===== src/rtl/cnt_pkg.sv =====
`timescale 1ns/1ps
// Package: shared operation encoding for the presettable counter.
// Assumes the decoded operation is one of four mutually exclusive actions.
package cnt_pkg;

    typedef enum logic [1:0] {
        OP_HOLD  = 2'd0,
        OP_COUNT = 2'd1,
        OP_LOAD  = 2'd2,
        OP_CLEAR = 2'd3
    } cnt_op_e;

endpackage


===== src/rtl/cnt_op_decode.sv =====
`timescale 1ns/1ps
// Module: cnt_op_decode
// Turns the clear, preset and enable controls into one operation for the
// next edge. The order is fixed: clear, then preset, then count, then hold.
// Assumes clr_act is already active high and qualified by the clear mode.
module cnt_op_decode
    import cnt_pkg::*;
(
    input  logic    clr_act,
    input  logic    load_n,
    input  logic    en_p,
    input  logic    en_t,
    output cnt_op_e op
);

    // Purpose: fixed-priority selection of the next action.
    always_comb begin
        if (clr_act)
            op = OP_CLEAR;
        else if (!load_n)
            op = OP_LOAD;
        else if (en_p && en_t)
            op = OP_COUNT;
        else
            op = OP_HOLD;
    end

endmodule


===== src/rtl/cnt_release_sync.sv =====
`timescale 1ns/1ps
// Module: cnt_release_sync
// Release synchroniser for the asynchronous clear. The chain of flops is
// reset at once when clr_n falls, and it fills with ones on the clock after
// clr_n rises. released goes high STAGES edges after the release.
// Assumes STAGES >= 1.
module cnt_release_sync #(
    parameter int STAGES = 2
) (
    input  logic clk,
    input  logic clr_n,
    output logic released
);

    logic [STAGES-1:0] chain_q;

    // Purpose: clear the chain at once, then shift in ones on the clock.
    always_ff @(posedge clk or negedge clr_n) begin
        if (!clr_n) begin
            chain_q <= '0;
        end else begin
            chain_q[0] <= 1'b1;
            for (int i = 1; i < STAGES; i++) begin
                chain_q[i] <= chain_q[i-1];
            end
        end
    end

    assign released = chain_q[STAGES-1];

endmodule


===== src/rtl/cnt_state.sv =====
`timescale 1ns/1ps
// Module: cnt_state
// The count register. It applies the decoded operation on each rising edge.
// arst_n clears the register immediately. The top ties it high when the
// clear mode is synchronous.
module cnt_state
    import cnt_pkg::*;
#(
    parameter int WIDTH = 4
) (
    input  logic             clk,
    input  logic             arst_n,
    input  cnt_op_e          op,
    input  logic [WIDTH-1:0] d,
    output logic [WIDTH-1:0] q
);

    // Purpose: update the count according to the selected operation.
    always_ff @(posedge clk or negedge arst_n) begin
        if (!arst_n) begin
            q <= '0;
        end else begin
            unique case (op)
                OP_CLEAR: q <= '0;
                OP_LOAD:  q <= d;
                OP_COUNT: q <= q + 1'b1;
                default:  q <= q;
            endcase
        end
    end

endmodule


===== src/rtl/cnt_carry.sv =====
`timescale 1ns/1ps
// Module: cnt_carry
// Combinational terminal-count detector. The carry is high when every count
// bit is one and the trickle enable is high.
// Assumes the next stage treats rco as its trickle enable.
module cnt_carry #(
    parameter int WIDTH = 4
) (
    input  logic [WIDTH-1:0] q,
    input  logic             en_t,
    output logic             rco
);

    // Purpose: AND-reduce the count and gate the result with the trickle enable.
    always_comb begin
        rco = en_t & (&q);
    end

endmodule


===== src/rtl/presettable_counter.sv =====
`timescale 1ns/1ps
// Module: presettable_counter
// Presettable binary up-counter built for chaining. ASYNC_CLR picks the
// clear mode:
//   0: clear acts on the clock edge.
//   1: clear acts at once, and its release is synchronised over
//      REL_STAGES flops.
// Assumes the parallel enable and the clock are shared when stages are chained.
module presettable_counter
    import cnt_pkg::*;
#(
    parameter int WIDTH      = 4,
    parameter bit ASYNC_CLR  = 1'b0,
    parameter int REL_STAGES = 2
) (
    input  logic             clk,
    input  logic             clr_n,
    input  logic             load_n,
    input  logic             en_p,
    input  logic             en_t,
    input  logic [WIDTH-1:0] d,
    output logic [WIDTH-1:0] q,
    output logic             rco
);

    localparam logic [WIDTH-1:0] ALL_ONES = {WIDTH{1'b1}};

    logic    released;
    logic    clr_act;
    logic    arst_n;
    cnt_op_e op;

    generate
        if (ASYNC_CLR) begin : g_async
            cnt_release_sync #(.STAGES(REL_STAGES)) rel_i (
                .clk      (clk),
                .clr_n    (clr_n),
                .released (released)
            );
            assign arst_n  = clr_n;
            assign clr_act = !released;

            // the count is already zero at any edge while clear is low.
            p_async_clear_r4: assert property (@(posedge clk)
                !clr_n |-> q == '0);
            // the count stays zero while the release chain is still filling.
            p_release_hold_r4: assert property (@(posedge clk) disable iff (!clr_n)
                !released |=> q == '0);
        end else begin : g_sync
            assign released = 1'b1;
            assign arst_n   = 1'b1;
            assign clr_act  = !clr_n;

            // clear low at an edge gives zero after that edge.
            p_sync_clear_r3: assert property (@(posedge clk)
                !clr_n |=> q == '0);
        end
    endgenerate

    cnt_op_decode dec_i (
        .clr_act (clr_act),
        .load_n  (load_n),
        .en_p    (en_p),
        .en_t    (en_t),
        .op      (op)
    );

    cnt_state #(.WIDTH(WIDTH)) state_i (
        .clk    (clk),
        .arst_n (arst_n),
        .op     (op),
        .d      (d),
        .q      (q)
    );

    cnt_carry #(.WIDTH(WIDTH)) carry_i (
        .q    (q),
        .en_t (en_t),
        .rco  (rco)
    );

    // a preset copies the data word into the count.
    p_load_r2: assert property (@(posedge clk) disable iff (!clr_n)
        (released && !load_n) |=> q == $past(d));

    // a count step adds one to the count.
    p_count_r1: assert property (@(posedge clk) disable iff (!clr_n)
        (released && load_n && en_p && en_t) |=> q == WIDTH'($past(q) + 1'b1));

    // from all ones the count wraps to zero.
    p_wrap_r1: assert property (@(posedge clk) disable iff (!clr_n)
        (released && load_n && en_p && en_t && q == ALL_ONES) |=> q == '0);

    // with either enable low, the count holds.
    p_hold_r5: assert property (@(posedge clk) disable iff (!clr_n)
        (released && load_n && !(en_p && en_t)) |=> $stable(q));

    // the carry is low whenever the trickle enable is low.
    p_carry_gate_r6: assert property (@(posedge clk) disable iff (!clr_n)
        !en_t |-> !rco);

    // the carry is high only at terminal count.
    p_carry_tc_r6: assert property (@(posedge clk) disable iff (!clr_n)
        rco |-> q == ALL_ONES);

endmodule


===== config.mk =====
export PLATFORM = sky130hd
export DESIGN_NAME = presettable_counter
export DESIGN_NICKNAME = d
export VERILOG_FILES = /design/src/rtl/cnt_pkg.sv /design/src/rtl/cnt_op_decode.sv /design/src/rtl/cnt_release_sync.sv /design/src/rtl/cnt_state.sv /design/src/rtl/cnt_carry.sv /design/src/rtl/presettable_counter.sv
export SDC_FILE = /design/constraint.sdc
export NUM_CORES = 1
export LEC_CHECK = 0
export BUFFER_PORTS_ARGS = -buffer_cell sky130_fd_sc_hd__buf_2
export CAP_MARGIN = 20
export CORE_AREA = 2 2 39 41
export CTS_BUF_LIST = sky130_fd_sc_hd__clkbuf_4
export DETAILED_ROUTE_END_ITERATION = 8
export DIE_AREA = 0 0 41 43
export MAX_ROUTING_LAYER = met4
export PLACE_DENSITY_LB_ADDON = 0.08
export SYNTH_ARGS = -nofsm -noshare
export SYNTH_HDL_FRONTEND = slang
export SYNTH_SLANG_ARGS = --single-unit

===== constraint.sdc =====
create_clock -name clk -period 1.55 [get_ports clk]
set_input_delay 0.155 -clock clk [delete_from_list [all_inputs] [get_ports clk]]
set_output_delay 0.155 -clock clk [all_outputs]
set_load 0.05 [all_outputs]

# Word level (Yosys, flattened, before mapping)
# Index checks and enable logic that the tools add are counted.
[word_totals]
regBits = 4
input_bits = 9
wordCells = 13
[classes]
n_addsub = 1
n_eq_ne = 3
mux = 4
bitwise_logic = 1
reduce_logical = 3
[ops]
columns = ["operator", "count"]
rows = [
  ["4-bit case mux with 3 select lines", 1],
  ["4-bit by 1-bit adder with 4-bit output, second input constant", 1],
  ["2-bit == test, second input constant", 2],
  ["2-bit two-way mux", 2],
  ["4-bit AND reduction", 1],
  ["3-bit nonzero test", 1],
  ["2-bit by 1-bit == test with 1-bit output, second input constant", 1],
  ["1-bit AND", 1],
  ["1-bit logical AND", 1],
  ["1-bit two-way mux", 1],
]

# Depth between registers and ports, before layout
[logic_depth]
ltp_word = 6
mapped_depth = 3

# Hierarchy
# A second synthesis with hierarchy kept.
[hier_totals]
hier_cells = 36
area_unflattened_um2 = 311.5
[modules_own_cells]
columns = ["module", "instances", "cells_per_inst", "area_each_um2", "seq_area_each_um2"]
rows = [
  ["cnt_state", 1, 29, 276.5, 100.1],
  ["cnt_op_decode", 1, 2, 15.0, 0.0],
  ["cnt_carry", 1, 3, 12.5, 0.0],
  ["presettable_counter", 1, 2, 7.5, 0.0],
]

# Least setup slack after synthesis
# No wires, ideal clock.
[synth_path]
path_kind = "register to output"
startpoint = "register state_i.q[0]"
endpoint = "output rco"
t_arrival_ns = 1.414
required_ns = 1.395
path_slack_ns = -0.019
path_stages_with_launch = 3
n_path_buf = 0
path_cell_list = "edfxtp_1 -> ha_1 -> and4_1"
[synth_via]
elab_chain_cells = 2
[synth_lines]
columns = ["item", "line_no", "source"]
rows = [
  ["from (decl)", "cnt_state.sv:15", "output logic [WIDTH-1:0] q"],
  ["from (signal assigned)", "cnt_state.sv:26", "OP_COUNT: q <= q + 1'b1;"],
  ["from (signal assigned)", "cnt_state.sv:27", "default: q <= q;"],
  ["4-bit AND reduction", "cnt_carry.sv:16", "rco = en_t & (&q);"],
  ["1-bit AND", "cnt_carry.sv:16", ""],
  ["to (decl)", "presettable_counter.sv:23", "output logic rco"],
]
# No other way between the ends.

# Worst setup path in the final report
# Same ends and word-level chain as after synthesis.

==> results.yml <==
synthesis:
  synth_nets: 32
  ys_types: 12
  yosysWarnings: 0
  ys_ff_latch: 4
  syn_inst: 22
  syn_area_per_cell_sq_um: 10.5
  synthArstFlopShare_pct: 0
  synth_ff_type: "edfxtp_1"
  netlist_top_cells_count: "nand2_1, edfxtp_1, o21ai_1"
  netlist_area_sq_um: 231
  synth_top_area_share_pct: 51.9
  netlist_top_cells_area: "edfxtp_1, o21ai_1, nand2_1, ha_1, nand3_2"
  ys_seq_area_share_pct: 51.9
  synth_most_common_cell: "nand2_1"
  post-synth-top-area-cell: "edfxtp_1"
  synth_edf_count: 4
cells_and_area:
  antenna_cells: 0
  largest_reg_flops: 4
  top_register: "state_i.q"
  drive_above_1_share_pct: 50.0
  fin_util_pct: 24.6
  fin_nets: 50
  regArea_sq_um: 120
  largestRegisters: "state_i.q (4)"
  nFillCells: 160
  area_growth_pct: 47.0
  multi_input_area_sq_um: 109
min_path:
  hold_end: "state_i.q[1]"
  hold_path_depth: 3
  min_path_type: "input port to register"
  worstHoldStart: "d[1]"
drt:
  wl_per_cell_microns: 10.4
  num_vias: 227
  firstDrtPassIters: 4
  drc_errors: 0
  drtAntennaViolNets: 0
  routed_wl_microns: 560
  avgViaCountPerCell: 4.20
  initialDrtViolationCount: 3
clock_network:
  cts.sinks: 4
  insertion_delay_ns: 0.23
  cts_resized: 0
  htreeDepth: 1
  cts.path.max_buffers: 2
  cts_buffers: 3
  clock-root-buffer: "clkbuf_4"
  path_clk_slew_ns: 0.03
  cts_setup_buffers: 0
  hold_buffers: 0
  tritoncts: "done"
critical_path:
  reg2reg_to: "state_i.q[2]"
  r2r-start: "state_i.q[0]"
  criticalPathCategory: "register to primary output"
  critPathMaxFanout: 4
  startpoint_type: "register"
  cp.arrival_ns: 1.31
  reg2reg_depth: 3
  worstSetupEndpointType: "primary output"
  crit_required_ns: 1.39
  r2r_slack_ns: 0.35
die:
  core_area_sq_um: 1380
  num_io_pins: 14
  dieArea_sq_um: 1760
  placementRows: 14
  die_w_microns: 41
  start_util_pct: 16.7
  dieHeight_microns: 43
timing:
  rsz0062_at_grt: "false"
  worst_slew_pin_slew_ns: 0.253
  hold_viol_final: 0
  setup_tns_ns: 0
  final.setup_skew_ns: 0.000561
  max_freq_mhz: 683
  max_slew_margin_pct: 83.2
  period_minus_slack_ns: 1.46
  fin_crit_sh_pct: 94.5
  setup_violations: 0
  final_max_slew_viol_count: 0
global_route:
  track_usage_pct: 8.05
  grt.overflow.total: 0
  grt_pass1_vias: 224
  grt_pass1_wl_microns: 821
  antenna_found_initial: 0
  grt_max_degree: 5
placed_design:
  dp_hpwl_microns: 466
  routabilityCongestion: 0.676
  io_buffers: 13
power:
  peakVddDrop_mv: 0.220
  p_per_area_nw_per_um2: 999
  p_leak_nw: 0.155
run_status:
  status: "finished clean"
run:
  drv_cap: 0
## cell usage in the layout (no fill, tap or decap), drive strengths merged
cell	synthesis	layout
inv	1	1
xnor2	1	1
o21ai	4	4
xor2	1	1
nand4	1	1
ha	1	1
nand2	5	5
edfxtp	4	4
clkbuf	0	3
buf	0	13
nand3	2	2
nor2b	1	1
and4	1	1
## routing by layer
layer / vias to the layer above / GRT usage, % / wire (microns)
li1: 112 / - / -
met1: 98 / 7.79 / 253
met2: 15 / 10.3 / 242
met3: 2 / 1.57 / 56
met4: 0 / 12.0 / 7
met5: - / - / 0
## stage by stage
| step | power, mW | hold WS, ns | instance area [sq um] | instances | setup WS (ns) |
|---|---|---|---|---|---|
| after floorplan | 0.190 | 0.349 | 233 | 22 | 0.0772 |
| after global placement | 0.216 | 0.442 | 318 | 51 | 0.357 |
| after detailed placement | 0.216 | 0.448 | 318 | 51 | 0.327 |
| after CTS | 0.346 | 0.204 | 340 | 54 | 0.0728 |
| after global routing | 0.357 | 0.222 | 340 | 54 | 0.0311 |
| final | 0.340 | 0.214 | 340 | 54 | 0.0859 |
## area by class of cell
type                       instances  area share (%)
inverter                           1            1.10
multi-input combinational         17            32.0
sequential                         4            35.3
timing repair buffer              13            19.1
tap                               16            5.88
clock buffer                       3            6.62
## worst max-delay path by stage
stage            startpoint            to  slack [ns]
6_report       state_i.q[0]           rco        0.09
5_1_grt        state_i.q[0]           rco        0.03
4_1_cts        state_i.q[0]           rco        0.07
3_5_place_dp   state_i.q[0]           rco        0.33
3_3_place_gp   state_i.q[0]  state_i.q[2]        0.36
2_1_floorplan  state_i.q[0]           rco        0.08
## power breakdown
group,leakage [nW],switching (mW),internal (mW)
Clock,0.0138,0.0395,0.0863
Sequential,0.0448,0.00949,0.131
Combinational,0.0961,0.0514,0.0226
## logic make-up after synthesis
| logic type | count (synthesis) | share of synthesized area [%] |
|---|---|---|
| flip-flops | 4 | 51.9 |
| adder cells (fa/ha/maj) | 1 | 5.40 |
| XOR/XNOR | 2 | 7.57 |
| buffers and inverters | 1 | 1.62 |
| AO/OA/AOI/OAI | 4 | 8.65 |
| AND/OR/NAND/NOR | 10 | 24.9 |
## critical path, stage by stage (launching register included)
cell	delay (ns)
edfxtp_1	0.44
ha_1	0.25
and4_2	0.18
buf_2	0.21
Note: power is estimated with default switching activity, not from simulation.
